--- config.mk ---
export PLATFORM = sky130hd
export DESIGN_NAME = bcd_calendar_clock
export DESIGN_NICKNAME = d
export VERILOG_FILES = /design/src/rtl/bcdclk_pkg.sv /design/src/rtl/bcdclk_time_ctr.sv /design/src/rtl/bcdclk_date_ctr.sv /design/src/rtl/bcdclk_alarm.sv /design/src/rtl/bcd_calendar_clock.sv
export SDC_FILE = /design/constraint.sdc
export NUM_CORES = 1
export LEC_CHECK = 0
export ABC_AREA = 0
export BUFFER_PORTS_ARGS = -buffer_cell sky130_fd_sc_hd__buf_2
export CELL_PAD_IN_SITES_DETAIL_PLACEMENT = 1
export CELL_PAD_IN_SITES_GLOBAL_PLACEMENT = 1
export CORE_MARGIN = 2
export CORE_UTILIZATION = 42
export CTS_CLUSTER_DIAMETER = 40
export DETAILED_ROUTE_END_ITERATION = 7
export GPL_ROUTABILITY_DRIVEN = 0
export PLACE_DENSITY = 0.8
export SETUP_SLACK_MARGIN = 0.15
export SYNTH_ARGS = -nofsm -noshare
export SYNTH_HDL_FRONTEND = slang
export SYNTH_HIERARCHICAL = 1
export SYNTH_SLANG_ARGS = --single-unit
--- constraint.sdc ---
create_clock -name clk -period 8.99 [get_ports clk]
set_input_delay 0.4495 -clock clk [delete_from_list [all_inputs] [get_ports clk]]
set_output_delay 0.4495 -clock clk [all_outputs]
set_load 0.1 [all_outputs]
--- src/rtl/bcdclk_pkg.sv ---
package bcdclk_pkg;

    localparam int SEC_LAST  = 59;
    localparam int MIN_LAST  = 59;
    localparam int H24_LAST  = 23;
    localparam int H12_LAST  = 12;
    localparam int MON_LAST  = 12;
    localparam int YEAR_LAST = 99;

    typedef struct packed {
        logic       pm;
        logic [1:0] hr_t;
        logic [3:0] hr_o;
        logic [2:0] min_t;
        logic [3:0] min_o;
        logic [2:0] sec_t;
        logic [3:0] sec_o;
    } clk_time_t;

    typedef struct packed {
        logic [2:0] wday;
        logic       cent;
        logic [3:0] yr_t;
        logic [3:0] yr_o;
        logic       mon_t;
        logic [3:0] mon_o;
        logic [1:0] day_t;
        logic [3:0] day_o;
    } clk_date_t;

    typedef struct packed {
        logic t_inv;
        logic d_inv;
        logic upd;
    } clk_top_t;

    localparam clk_date_t DATE_RST = '{wday: 3'd0, cent: 1'b0, yr_t: 4'd0, yr_o: 4'd0,
                                       mon_t: 1'b0, mon_o: 4'd1, day_t: 2'd0, day_o: 4'd1};

    function automatic logic [6:0] bcd2bin(input logic [7:0] b);
        return 7'(10 * int'(b[7:4]) + int'(b[3:0]));
    endfunction

    function automatic logic [7:0] bin2bcd(input logic [6:0] v);
        return {4'(v / 7'd10), 4'(v % 7'd10)};
    endfunction

    // days in a month; leap when the two-digit year is a multiple of four
    function automatic logic [6:0] month_len(input logic [6:0] mo, input logic [6:0] yr);
        logic [6:0] n;
        case (mo)
            7'd2:                        n = (yr[1:0] == 2'b00) ? 7'd29 : 7'd28;
            7'd4, 7'd6, 7'd9, 7'd11:     n = 7'd30;
            default:                     n = 7'd31;
        endcase
        return n;
    endfunction

endpackage

--- src/rtl/bcdclk_time_ctr.sv ---
module bcdclk_time_ctr
    import bcdclk_pkg::*;
(
    input  logic        clk,
    input  logic        rst_n,
    input  logic        step_i,
    input  logic        load_i,
    input  logic [20:0] set_i,     // {pm, hours, minutes, seconds}
    input  logic        hr12_i,
    output clk_time_t   time_q_o,
    output clk_time_t   time_d_o,
    output logic        sec_wrap_o,
    output logic        day_carry_o
);

    clk_time_t st_d, st_q;
    logic [6:0] s, m, h;
    logic [7:0] bs, bm, bh;
    logic       pm_n, wrap, carry;

    always_comb begin
        st_d  = st_q;
        wrap  = 1'b0;
        carry = 1'b0;
        s     = bcd2bin({1'b0, st_q.sec_t, st_q.sec_o});
        m     = bcd2bin({1'b0, st_q.min_t, st_q.min_o});
        h     = bcd2bin({2'b00, st_q.hr_t, st_q.hr_o});
        pm_n  = st_q.pm;
        if (!load_i && step_i) begin
            if (s >= 7'(SEC_LAST)) begin
                s    = 7'd0;
                wrap = 1'b1;
                if (m >= 7'(MIN_LAST)) begin
                    m = 7'd0;
                    if (hr12_i) begin
                        if (h >= 7'(H12_LAST)) begin
                            h = 7'd1;
                        end else if (h == 7'(H12_LAST - 1)) begin
                            h     = 7'(H12_LAST);
                            carry = st_q.pm;
                            pm_n  = ~st_q.pm;
                        end else begin
                            h = h + 7'd1;
                        end
                    end else begin
                        if (h >= 7'(H24_LAST)) begin
                            h     = 7'd0;
                            carry = 1'b1;
                        end else begin
                            h = h + 7'd1;
                        end
                    end
                end else begin
                    m = m + 7'd1;
                end
            end else begin
                s = s + 7'd1;
            end
        end
        bs = bin2bcd(s);
        bm = bin2bcd(m);
        bh = bin2bcd(h);
        if (load_i) begin
            st_d = clk_time_t'(set_i);
        end else if (step_i) begin
            st_d.sec_t = bs[6:4];
            st_d.sec_o = bs[3:0];
            st_d.min_t = bm[6:4];
            st_d.min_o = bm[3:0];
            st_d.hr_t  = bh[5:4];
            st_d.hr_o  = bh[3:0];
            st_d.pm    = pm_n;
        end
    end

    always_ff @(posedge clk or negedge rst_n) begin
        if (!rst_n) st_q <= '0;
        else        st_q <= st_d;
    end

    assign time_q_o    = st_q;
    assign time_d_o    = st_d;
    assign sec_wrap_o  = wrap;
    assign day_carry_o = carry;

endmodule

--- src/rtl/bcdclk_date_ctr.sv ---
module bcdclk_date_ctr
    import bcdclk_pkg::*;
#(
    parameter int WEEK_LEN = 7
) (
    input  logic        clk,
    input  logic        rst_n,
    input  logic        carry_i,
    input  logic        load_i,
    input  logic [19:0] set_i,
    input  logic        wday_load_i,
    input  logic [2:0]  wday_i,
    output clk_date_t   date_q_o,
    output clk_date_t   date_d_o
);

    localparam logic [2:0] WDAY_LAST = 3'(WEEK_LEN - 1);

    clk_date_t  st_d, st_q;
    logic [6:0] d, mo, y;
    logic [7:0] bd, bmo, by;
    logic       c;

    always_comb begin
        st_d = st_q;
        d    = bcd2bin({2'b00, st_q.day_t, st_q.day_o});
        mo   = bcd2bin({3'b000, st_q.mon_t, st_q.mon_o});
        y    = bcd2bin({st_q.yr_t, st_q.yr_o});
        c    = st_q.cent;
        if (carry_i) begin
            if (d >= month_len(mo, y)) begin
                d = 7'd1;
                if (mo >= 7'(MON_LAST)) begin
                    mo = 7'd1;
                    if (y >= 7'(YEAR_LAST)) begin
                        y = 7'd0;
                        c = ~c;
                    end else begin
                        y = y + 7'd1;
                    end
                end else begin
                    mo = mo + 7'd1;
                end
            end else begin
                d = d + 7'd1;
            end
        end
        bd  = bin2bcd(d);
        bmo = bin2bcd(mo);
        by  = bin2bcd(y);
        if (load_i) begin
            st_d.cent  = set_i[19];
            st_d.yr_t  = set_i[18:15];
            st_d.yr_o  = set_i[14:11];
            st_d.mon_t = set_i[10];
            st_d.mon_o = set_i[9:6];
            st_d.day_t = set_i[5:4];
            st_d.day_o = set_i[3:0];
        end else if (carry_i) begin
            st_d.cent  = c;
            st_d.yr_t  = by[7:4];
            st_d.yr_o  = by[3:0];
            st_d.mon_t = bmo[4];
            st_d.mon_o = bmo[3:0];
            st_d.day_t = bd[5:4];
            st_d.day_o = bd[3:0];
        end
        if (wday_load_i) begin
            st_d.wday = wday_i;
        end else if (carry_i) begin
            st_d.wday = (st_q.wday >= WDAY_LAST) ? 3'd0 : st_q.wday + 3'd1;
        end
    end

    always_ff @(posedge clk or negedge rst_n) begin
        if (!rst_n) st_q <= DATE_RST;
        else        st_q <= st_d;
    end

    assign date_q_o = st_q;
    assign date_d_o = st_d;

endmodule

--- src/rtl/bcdclk_alarm.sv ---
module bcdclk_alarm
    import bcdclk_pkg::*;
(
    input  logic        clk,
    input  logic        rst_n,
    input  logic        adv_i,
    input  logic [29:0] alarm_i,
    input  clk_time_t   cur_time_i,
    input  clk_time_t   nxt_time_i,
    input  logic [5:0]  cur_day_i,
    input  logic [5:0]  nxt_day_i,
    output logic        pulse_o
);

    logic pulse_d, pulse_q;

    function automatic logic hit(input clk_time_t t, input logic [5:0] day, input logic [29:0] a);
        logic [3:0] en;
        en = a[29:26];
        return (|en)
            && (!en[0] || (a[6:0]   == {t.sec_t, t.sec_o}))
            && (!en[1] || (a[13:7]  == {t.min_t, t.min_o}))
            && (!en[2] || (a[19:14] == {t.hr_t,  t.hr_o}))
            && (!en[3] || (a[25:20] == day));
    endfunction

    always_comb begin
        pulse_d = adv_i
               && hit(nxt_time_i, nxt_day_i, alarm_i)
               && !hit(cur_time_i, cur_day_i, alarm_i);
    end

    always_ff @(posedge clk or negedge rst_n) begin
        if (!rst_n) pulse_q <= 1'b0;
        else        pulse_q <= pulse_d;
    end

    assign pulse_o = pulse_q;

endmodule

--- src/rtl/bcd_calendar_clock.sv ---
module bcd_calendar_clock
    import bcdclk_pkg::*;
#(
    parameter int WEEK_LEN = 7
) (
    input  logic        clk,
    input  logic        rst_n,
    input  logic        tick_i,
    input  logic        run_en_i,
    input  logic        hr12_i,
    input  logic        upd_en_i,
    input  logic        upd_sec_i,
    input  logic        time_load_i,
    input  logic [23:0] time_set_i,
    input  logic        date_load_i,
    input  logic [19:0] date_set_i,
    input  logic [29:0] alarm_set_i,
    output logic [31:0] time_word_o,
    output logic [31:0] date_word_o,
    output logic        pm_o,
    output logic        alarm_pulse_o,
    output logic        update_pulse_o
);

    clk_time_t tm_q, tm_d;
    clk_date_t dt_q, dt_d;
    clk_top_t  st_d, st_q;
    logic      step, sec_wrap, day_carry, adv;

    assign step = tick_i && run_en_i;
    assign adv  = step && !time_load_i && !date_load_i;

    bcdclk_time_ctr u_time (
        .clk         (clk),
        .rst_n       (rst_n),
        .step_i      (step),
        .load_i      (time_load_i),
        .set_i       ({time_set_i[23], time_set_i[19:0]}),
        .hr12_i      (hr12_i),
        .time_q_o    (tm_q),
        .time_d_o    (tm_d),
        .sec_wrap_o  (sec_wrap),
        .day_carry_o (day_carry)
    );

    bcdclk_date_ctr #(.WEEK_LEN(WEEK_LEN)) u_date (
        .clk         (clk),
        .rst_n       (rst_n),
        .carry_i     (day_carry),
        .load_i      (date_load_i),
        .set_i       (date_set_i),
        .wday_load_i (time_load_i),
        .wday_i      (time_set_i[22:20]),
        .date_q_o    (dt_q),
        .date_d_o    (dt_d)
    );

    bcdclk_alarm u_alarm (
        .clk        (clk),
        .rst_n      (rst_n),
        .adv_i      (adv),
        .alarm_i    (alarm_set_i),
        .cur_time_i (tm_q),
        .nxt_time_i (tm_d),
        .cur_day_i  ({dt_q.day_t, dt_q.day_o}),
        .nxt_day_i  ({dt_d.day_t, dt_d.day_o}),
        .pulse_o    (alarm_pulse_o)
    );

    always_comb begin
        st_d = st_q;
        if (time_load_i) st_d.t_inv = 1'b0;
        if (date_load_i) st_d.d_inv = 1'b0;
        st_d.upd = upd_en_i && step && !time_load_i && (upd_sec_i || sec_wrap);
    end

    always_ff @(posedge clk or negedge rst_n) begin
        if (!rst_n) st_q <= '{t_inv: 1'b1, d_inv: 1'b1, upd: 1'b0};
        else        st_q <= st_d;
    end

    assign time_word_o = {st_q.t_inv, 8'h00, dt_q.wday, tm_q.hr_t, tm_q.hr_o,
                          tm_q.min_t, tm_q.min_o, tm_q.sec_t, tm_q.sec_o};
    assign date_word_o = {st_q.d_inv, 11'h000, dt_q.cent, dt_q.yr_t, dt_q.yr_o,
                          dt_q.mon_t, dt_q.mon_o, dt_q.day_t, dt_q.day_o};
    assign pm_o           = tm_q.pm;
    assign update_pulse_o = st_q.upd;

endmodule

==> results_dict.tcl, run 1 <==
set metrics [dict create \
    status "complete, no violations" \
    grt_pass1_wl_um 43300 \
    boundary_pins 150 \
    cts_buffer_depth 2 \
    half_perimeter_wire_length_after_detailed_placement_um 21400 \
    synth-warning-count 6 \
    finalNetCount 1260 \
    number_of_library_cell_types_mapped_by_synthesis 103 \
    rr_startpoint "u_time/time_q_o[11]" \
    coreArea_sq_um 18100 \
    crit_top_cell "sky130_fd_sc_hd__ha_1" \
    largest_stage_delay_worst_path_ns 0.56 \
    endpoint_kind "flip-flop" \
    ys.flop_type "sky130_fd_sc_hd__dfrtp_1" \
    kind_of_start_point_of_the_critical_path "flip-flop" \
    fp.dieH_um 141 \
    grt_use_total_pct 26.7 \
    cts_hold_bufs 0 \
    asyncSetResetFlopFracSynth_pct 100 \
    first_global_vias 8175 \
    drt_iter0_drc 488 \
    tightestPinTransition_ns 0.816 \
    clock_slew_seen_by_the_registers_of_the_worst_setup_and_hold_paths_ns 0.07 \
    design_power_total_mw 4.03 \
    drtPass1Iterations 4 \
    htree_num_levels 2 \
    finalSetupTns_ns 0 \
    final.min_clock_period_ns 8.04 \
    p_leak_nw 3.79 \
    wire_per_inst_um 20.0 \
    initial_core_util_pct 43.2 \
    antenna_found_initial 2 \
    finish.utilization_pct 48.2 \
    tritoncts_buffer_count 5 \
    syn_area_sq_um 7850 \
    io_buffer_count 130 \
    max-cap-violations 0 \
    final-hold-violation-count 0 \
    clock_latency_ns 0.31 \
    crit_arrival_ns 8.26 \
    synth-seq-area-share_pct 15.4 \
    ctsResizeCount 0 \
    grt-ovfl-total 0 \
    die_width_um 141 \
    cells_after_synthesis 1003 \
    synth_enable_flop_cells 0 \
    placement_rows 49 \
    startpoint "u_time/time_q_o[11]" \
    post-route-period-util_pct 89.5 \
    pin_count_of_the_biggest_net_entering_global_routing 49 \
    area_growth_pct 11.4 \
    antenna_violating_nets_post_route 0 \
    synth_seq_cells 48 \
    grt_setup_unrepaired "false" \
    critical_path_cell_with_the_highest_stage_delay "sky130_fd_sc_hd__or4_1" \
    drive_above_1_share_pct 19.7 \
    fin_skew_ns 0.00687 \
    n_fill_cell 2298 \
    setup_viol 0 \
    die_area_sq_um 19800 \
    wirelength_um 26800 \
    report.final.slew_viol_count 0 \
    via_per_inst 6.08 \
    clock_tree_from_tritoncts "built" \
    hold_path_class "in2async" \
    power-per-cell-area_nw_per_um2 461 \
    cp_required_ns 9.21 \
    drcViolationCount 0 \
    slew_headroom_pct 44.9 \
    ctsRootBufferMaster "sky130_fd_sc_hd__clkbuf_16" \
    path_class "reg2reg" \
    vias 8173 \
    syn_area_per_cell_sq_um 7.82 \
    irDropWorstVdd_mv 0.161 \
    critPathMaxFanout 33 \
    clock-sinks 48 \
    cts_post_setup_buffers_inserted 0 \
    maxClockFrequency_mhz 124 \
]
-- cell type report --
class	instances	area [sq um]	area share (%)
multi-input combinational	876	6220	71.2
sequential	48	1210	13.8
clock buffer	6	129	1.47
tap	229	287	3.28
inverter	43	161	1.85
timing repair buffer	139	722	8.26
antenna	1	2.50	0.0286
clock inverter	2	12.5	0.143
-- synthesized netlist by cell type, drive strengths merged, types with 18 or more instances --
cell type  count  area, sq um
buf           33          254
nor2          79          307
ha            58          726
nand4         23          144
nand3         29          145
a21oi         67          343
nand2         86          328
mux2i         19          190
nor3          36          216
a21o          18          138
xor2          41          374
xnor2         52          470
clkbuf        21         82.6
dfrtp         44         1100
inv           43          161
o21ai         75          383
-- power breakdown --
part / switching, mW / internal, mW
sequential: 0.0813 / 0.261
clock: 0.0954 / 0.103
combinational: 2.26 / 1.22
-- worst max-delay path: cells and delay by family (launching register included) --
| family | cells | cell delay (ns) |
|---|---|---|
| adder cells (fa/ha/maj) | 4 | 1.14 |
| AND/OR/NAND/NOR | 10 | 2.09 |
| AO/OA/AOI/OAI | 12 | 3.01 |
| buffers and inverters | 1 | 0.33 |
| flip-flops | 1 | 0.44 |
| XOR/XNOR | 2 | 0.54 |
| multiplexers | 1 | 0.38 |
-- sequential cells by signal (all words and copies together) (netlist names) --
| signal | cells |
|---|---|
| u_date/date_q_o | 23 |
| time_word_o | 1 |
| u_alarm/pulse_o | 1 |
| u_time/time_q_o | 21 |
| date_word_o | 1 |
| update_pulse_o | 1 |
-- stage by stage --
| stage | worst slack (ns) | cell area (sq um) | hold WS, ns | std cells |
|---|---|---|---|---|
| 5_1_grt | 0.218 | 8740 | 0.322 | 1343 |
| 3_3_place_gp | 1.33 | 8590 | 0.471 | 1335 |
| 4_1_cts | 0.885 | 8730 | 0.296 | 1343 |
| 3_5_place_dp | 0.947 | 8590 | 0.473 | 1335 |
| 6_report | 0.946 | 8740 | 0.274 | 1344 |
| 2_1_floorplan | 1.33 | 7910 | 0.154 | 1021 |
-- final timing paths --
kind	to	slack (ns)	depth (start not counted)
min	u_date/date_q_o[10]	0.27	2
min reg2reg	time_word_o[31]	0.49	1
max in group asynchronous	u_time/time_q_o[0]	8.27	2
max reg2reg	u_alarm/pulse_o	0.95	30
max	u_alarm/pulse_o	0.95	30
min in group clk	u_date/date_q_o[10]	0.35	3
-- cells by family (layout without fill, tap and decap cells) --
kind of cell | after synthesis | after routing | synth area share, %
compound gates | 314 | 314 | 28.8
xor+xnor | 93 | 93 | 10.8
fa+ha+maj | 64 | 64 | 10.8
buf+inv | 97 | 190 | 6.35
flops | 48 | 48 | 15.4
mux | 31 | 31 | 4.29
other cells | 1 | 20 | 0.0478
simple gates | 355 | 355 | 23.6
-- placed cells by master (no fill, tap or decap), drive strengths merged, types with 6 or more instances in the layout --
master,n
nor2,79
or3,10
buf,139
a211o,6
o31ai,13
ha,58
dfrtp,44
and2,10
fa,6
a22o,7
nand3,29
and3,16
a21oi,67
o21a,10
mux2i,19
clkbuf,6
inv,43
a31oi,8
xor2,41
a21o,18
o21ai,75
nor4,13
a22oi,13
o211ai,16
nand2b,9
nand2,86
xnor2,52
nor2b,14
a211oi,15
conb,19
nor3,36
nand4,23
mux2,12
a311oi,6
-- routing by layer --
metal	GRT usage [%]	share of wire, %	up-vias
met5	0	0.048	-
met4	6.63	2.4	2
met3	4.31	4.8	39
met2	45.3	47	218
met1	35.6	45	4006
li1	-	-	3908
Note: power is estimated with default switching activity, not from simulation.
==> inputs of run 2 (changes only) <==
- RECOVER_POWER: not set -> 100
==> run 2 against run 1 <==
- the run now ends with max-capacitance violations, max-slew violations left
- via count up 1.1%
- die area unchanged
- wire length up 0.29%
- clock power about the same
- combinational power down 3%
- register-to-register slack worse by 0.14 ns
==> results_dict.tcl, run 2 (synthesized netlist as in run 1, its figures left out) <==
set metrics [dict create \
    hold_slack_ns 0.347 \
    hold_path_class "in2reg" \
    via_per_inst 6.15 \
    p_leak_nw 3.60 \
    final-hold-violation-count 0 \
    design_power_total_mw 3.93 \
    report.final.slew_viol_count 128 \
    drtPass1Iterations 5 \
    coreArea_sq_um 18100 \
    seq_power_share_pct 8.7 \
    cts_buffer_depth 2 \
    number_of_placed_instances_taps_included 1335 \
    fp.dieH_um 141 \
    power-per-cell-area_nw_per_um2 458 \
    final.min_clock_period_ns 8.19 \
    half_perimeter_wire_length_after_detailed_placement_um 21400 \
    antenna_violating_nets_post_route 0 \
    largest_register_ff_count 23 \
    critical_path.top_delay_family "compound AO/OA/AOI/OAI gates" \
    maxClockFrequency_mhz 122 \
    clock_slew_seen_by_the_registers_of_the_worst_setup_and_hold_paths_ns 0.07 \
    critical_path_buf_inv_count 4 \
    io_buffer_count 130 \
    area_growth_pct 9.49 \
    wire_per_inst_um 20.0 \
    tightestPinTransition_ns 2.93 \
    grt_setup_unrepaired "false" \
    kind_of_start_point_of_the_critical_path "flip-flop" \
    power_frac_comb_pct 86.3 \
    initial_core_util_pct 43.2 \
    pin_count_of_the_biggest_net_entering_global_routing 49 \
    timing.final.ws_setup_ns 0.804 \
    largest_stage_delay_worst_path_ns 0.59 \
    first_global_vias 8175 \
    grt_pass1_wl_um 43300 \
    crit_arrival_ns 8.37 \
    max-cap-violations 3 \
    critPathMaxFanout 33 \
    clock_tree_from_tritoncts "built" \
    most-common-layout-cells "sky130_fd_sc_hd__nand2_1, sky130_fd_sc_hd__buf_2, sky130_fd_sc_hd__nor2_1" \
    finalSetupTns_ns 0 \
    status "finished, violations left" \
    wirelength_um 26900 \
    placement_rows 49 \
    tritoncts_buffer_count 5 \
    finish.utilization_pct 47.3 \
    fin_skew_ns 0.00635 \
    fraction_of_power_spent_switching_nets_pct 60.9 \
    failed_checks "max-capacitance violations, max-slew violations" \
    clock_latency_ns 0.30 \
    irDropWorstVdd_mv 0.154 \
    cts_hold_bufs 0 \
    antenna_found_initial 2 \
    post-route-cell-area_sq_um 8590 \
    fin_cells 1344 \
    boundary_pins 150 \
    drcViolationCount 0 \
    critical_path_cell_with_the_highest_stage_delay "sky130_fd_sc_hd__o31ai_1" \
    cell_internal_pwr_mw 1.54 \
    path_class "reg2reg" \
    clkPwrFrac_pct 5.0 \
    drive_above_1_share_pct 13.8 \
    p_switching_mw 2.40 \
    drt_iter0_drc 475 \
    most_common_cell_after_layout_fill_and_taps_aside "sky130_fd_sc_hd__nand2_1" \
    finalNetCount 1260 \
    die_area_sq_um 19800 \
    grt_use_total_pct 26.7 \
    ctsRootBufferMaster "sky130_fd_sc_hd__clkbuf_16" \
    setup_viol 0 \
    post-route-period-util_pct 91.1 \
    cp_required_ns 9.17 \
    htree_num_levels 2 \
    crit_top_cell "sky130_fd_sc_hd__ha_1" \
    endpoint_kind "flip-flop" \
    placed_cell_area_sq_um 8590 \
    grt-ovfl-total 0 \
    vias 8265 \
    clock-sinks 48 \
    dp_slack_ns 0.947 \
    slew_headroom_pct -95.2 \
    die_width_um 141 \
]
## run 2: cell types whose count changed in the layout (fill, tap and decap cells not counted), moves of 2 or more
cell / previous run / this run
sky130_fd_sc_hd__o21ai_0: 66 / 70
sky130_fd_sc_hd__clkbuf_1: 1 / 53
sky130_fd_sc_hd__and2_0: 0 / 3
sky130_fd_sc_hd__buf_2: 130 / 81
sky130_fd_sc_hd__o31ai_1: 11 / 13
sky130_fd_sc_hd__o31ai_2: 2 / 0
sky130_fd_sc_hd__buf_4: 8 / 5
sky130_fd_sc_hd__o21ai_1: 7 / 4
sky130_fd_sc_hd__and2_1: 10 / 7
## run 2: final cells by class
class	instances	area [sq um]
Antenna cell	1	2.50
Clock buffer	6	129
Clock inverter	2	12.5
Fill cell	2328	9560
Inverter	43	161
Multi-Input combinational cell	876	6140
Sequential cell	48	1210
Tap cell	229	287
Timing Repair Buffer	139	649
## run 2: worst reg2reg max path: stages (launching register included)
cell and delay (ns):
sky130_fd_sc_hd__dfrtp_1 0.44, sky130_fd_sc_hd__ha_1 0.35, sky130_fd_sc_hd__ha_1 0.38, sky130_fd_sc_hd__a21oi_1 0.15, sky130_fd_sc_hd__a21oi_1 0.30, sky130_fd_sc_hd__xor2_1 0.41
sky130_fd_sc_hd__o211ai_2 0.31, sky130_fd_sc_hd__nor3_4 0.36, sky130_fd_sc_hd__buf_6 0.33, sky130_fd_sc_hd__and3_1 0.47, sky130_fd_sc_hd__a311o_1 0.41, sky130_fd_sc_hd__a31oi_4 0.15
sky130_fd_sc_hd__ha_1 0.27, sky130_fd_sc_hd__inv_1 0.13, sky130_fd_sc_hd__o21ai_0 0.10, sky130_fd_sc_hd__nor3_1 0.33, sky130_fd_sc_hd__a211oi_2 0.12, sky130_fd_sc_hd__nor4_1 0.54
sky130_fd_sc_hd__clkinv_1 0.27, sky130_fd_sc_hd__ha_1 0.30, sky130_fd_sc_hd__o21a_1 0.12, sky130_fd_sc_hd__o31ai_1 0.59, sky130_fd_sc_hd__xnor2_1 0.21, sky130_fd_sc_hd__ha_1 0.23
sky130_fd_sc_hd__inv_1 0.07, sky130_fd_sc_hd__a32oi_1 0.29, sky130_fd_sc_hd__a21oi_1 0.10, sky130_fd_sc_hd__or3_1 0.34
## run 2: path summary, 6_finish.rpt
check | startpoint | end | slack (ns) | cells after the start
worst max register to register | u_time/time_q_o[11] | u_date/date_q_o[12] | 0.80 | 27
max in group asynchronous | rst_n | u_time/time_q_o[0] | 6.15 | 2
worst min-delay path | date_set_i[10] | u_date/date_q_o[10] | 0.35 | 3
worst min register to register | date_word_o[31] | date_word_o[31] | 0.49 | 1
min in group asynchronous | rst_n | u_date/date_q_o[10] | 1.20 | 2
worst max-delay path | u_time/time_q_o[11] | u_date/date_q_o[12] | 0.80 | 27
## run 2: power by group through the flow
stage / Combinational (mW) / Sequential (mW) / Clock [mW]
after floorplan: 2.42 / 0.648 / 0
after global placement: 3.31 / 0.345 / 0
after detailed placement: 3.41 / 0.348 / 0
after CTS: 3.43 / 0.344 / 0.203
after global routing: 3.71 / 0.354 / 0.209
final: 3.39 / 0.343 / 0.197
## run 2: metal layers
layer	GRT usage [%]	part of all wire, %	up-vias
met3	4.31	5.4	49
met1	35.6	45	4060
met4	6.63	2.7	2
met2	45.3	47	239
met5	0	0.048	-
li1	-	-	3915
## run 2: repair_timing
item	in CTS	in global routing
buffers inserted	0	0
hold endpoints to repair	0	0
endpoints found under the setup margin	0	1
gates resized for setup	0	2
==> inputs of run 3 (changes only) <==
- CTS_BUF_LIST: not set -> sky130_fd_sc_hd__clkbuf_16
==> run 3 against run 2 <==
- power barely moved
- highest routed layer unchanged
- sequential share of layout area unchanged
- die area unchanged
- critical path type unchanged
- worst hold slack about the same
- register-to-register slack about the same
- maximum frequency is essentially flat
- critical path depth did not move
- non-clock buffer count unchanged
- sequential power hardly changed
- utilization unchanged
- the run still ends with max-capacitance violations, max-slew violations left
- combinational power about the same
- first-iteration DRC count unchanged
==> results_dict.tcl, run 3 (synthesized netlist as in run 1, its figures left out) <==
set metrics [dict create \
    status "finished, violations left" \
    failed_checks "max-capacitance violations, max-slew violations" \
    critical_path_cell_with_the_highest_stage_delay "sky130_fd_sc_hd__o31ai_1" \
    hold_path_class "in2reg" \
    antenna_found_initial 2 \
    timing.final.ws_setup_ns 0.805 \
    tritoncts_buffer_count 5 \
    half_perimeter_wire_length_after_detailed_placement_um 21400 \
    drcViolationCount 0 \
    wire_per_inst_um 20.0 \
    p_switching_mw 2.40 \
    grt_use_total_pct 26.7 \
    clock_latency_ns 0.30 \
    dp_slack_ns 0.947 \
    grt_pass1_wl_um 43300 \
    initial_core_util_pct 43.2 \
    tightestPinTransition_ns 2.93 \
    max-cap-violations 3 \
    report.final.slew_viol_count 128 \
    critPathMaxFanout 33 \
    fin_skew_ns 0.00626 \
    die_area_sq_um 19800 \
    clock_slew_seen_by_the_registers_of_the_worst_setup_and_hold_paths_ns 0.07 \
    finalSetupTns_ns 0 \
    kind_of_start_point_of_the_critical_path "flip-flop" \
    clock_tree_from_tritoncts "built" \
    power_frac_comb_pct 86.3 \
    clkPwrFrac_pct 5.0 \
    vias 8267 \
    drive_above_1_share_pct 13.8 \
    die_width_um 141 \
    cts_post_setup_buffers_inserted 0 \
    antenna_violating_nets_post_route 0 \
    io_buffer_count 130 \
    grt_setup_unrepaired "false" \
    cts_buffer_depth 2 \
    largest_register_ff_count 23 \
    p_leak_nw 3.61 \
    via_per_inst 6.15 \
    first_global_vias 8175 \
    crit_top_cell "sky130_fd_sc_hd__ha_1" \
    drtPass1Iterations 5 \
    coreArea_sq_um 18100 \
    cp_required_ns 9.17 \
    fp.dieH_um 141 \
    path_class "reg2reg" \
    most_common_cell_after_layout_fill_and_taps_aside "sky130_fd_sc_hd__nand2_1" \
    critical_path.top_delay_family "compound AO/OA/AOI/OAI gates" \
    endpoint_kind "flip-flop" \
    power-per-cell-area_nw_per_um2 458 \
    seq_power_share_pct 8.7 \
    final-hold-violation-count 0 \
    final.min_clock_period_ns 8.19 \
    critical_path_buf_inv_count 4 \
    area_growth_pct 9.49 \
    pin_count_of_the_biggest_net_entering_global_routing 49 \
    post-route-period-util_pct 91.0 \
    ctsRootBufferMaster "sky130_fd_sc_hd__clkbuf_16" \
    cell_internal_pwr_mw 1.54 \
    irDropWorstVdd_mv 0.154 \
    boundary_pins 150 \
    slew_headroom_pct -95.2 \
    fraction_of_power_spent_switching_nets_pct 61.0 \
    placement_rows 49 \
    htree_num_levels 2 \
    grt-ovfl-total 0 \
    most-common-layout-cells "sky130_fd_sc_hd__nand2_1, sky130_fd_sc_hd__buf_2, sky130_fd_sc_hd__nor2_1" \
    largest_stage_delay_worst_path_ns 0.59 \
    setup_viol 0 \
    wirelength_um 26900 \
    maxClockFrequency_mhz 122 \
    finalNetCount 1260 \
    drt_iter0_drc 475 \
    crit_arrival_ns 8.37 \
    clock-sinks 48 \
]
==> run 3: cell count changes in the layout (fill, tap and decap cells not counted) <==
| cell | change |
|---|---|
| sky130_fd_sc_hd__inv_1 | +1 |
| sky130_fd_sc_hd__clkbuf_1 | -1 |
==> run 3: per-layer routing <==
| metal | wire (um) | up-vias | part of all wire [%] | global-route usage, % |
|---|---|---|---|---|
| met1 | 12100 | 4062 | 45 | 35.6 |
| met3 | 1460 | 49 | 5.4 | 4.31 |
| li1 | - | 3915 | - | - |
| met4 | 733 | 2 | 2.7 | 6.63 |
| met2 | 12700 | 239 | 47 | 45.3 |
| met5 | 13 | - | 0.048 | 0 |
==> run 3: worst paths after layout <==
check                               startpoint                   to  slack (ns)  cells after the start
min in group asynchronous                rst_n  u_date/date_q_o[10]        1.20                      2
hold reg to reg                date_word_o[31]      date_word_o[31]        0.49                      1
setup / recovery           u_time/time_q_o[11]  u_date/date_q_o[12]        0.80                     27
setup reg to reg           u_time/time_q_o[11]  u_date/date_q_o[12]        0.80                     27
max in group asynchronous                rst_n   u_time/time_q_o[0]        6.15                      2
hold / removal                  date_set_i[10]  u_date/date_q_o[10]        0.35                      3
==> run 3: through the flow <==
stage / utilization [%] / cells / power [mW] / hold WS (ns) / area [sq um]
after floorplan: - / 1021 / 3.07 / 0.154 / 7910
after global placement: 47.3 / 1335 / 3.66 / 0.471 / 8590
after detailed placement: 47.3 / 1335 / 3.75 / 0.473 / 8590
after CTS: 48.1 / 1343 / 3.98 / 0.295 / 8730
after global routing: 47.3 / 1343 / 4.27 / 0.344 / 8590
final: 47.3 / 1344 / 3.93 / 0.347 / 8590
==> run 3: final cells by class <==
| type | count | area, sq um |
|---|---|---|
| fill | 2328 | 9560 |
| sequential | 48 | 1210 |
| inverter | 43 | 161 |
| multi-input combinational | 876 | 6140 |
| clock inverter | 3 | 16.3 |
| clock buffer | 5 | 125 |
| antenna | 1 | 2.50 |
| timing repair buffer | 139 | 649 |
| tap | 229 | 287 |
==> run 3: power by group through the flow <==
stage                     Sequential [mW]  Combinational [mW]  Clock (mW)
after floorplan                     0.648                2.42           0
after global placement              0.345                3.31           0
after detailed placement            0.348                3.41           0
after CTS                           0.344                3.43       0.202
after global routing                0.354                3.71       0.208
final                               0.343                3.39       0.196
==> run 3: what timing repair did <==
item                       4_1_cts  5_1_grt
resized for setup                0        2
hold buffers                     0        0
setup endpoints to repair        0        1
==> run 3: tightest hold or removal path, stage by stage <==
cell	delay [ns]
sky130_fd_sc_hd__buf_2	0.07
sky130_fd_sc_hd__nand2_1	0.04
sky130_fd_sc_hd__o21ai_0	0.05
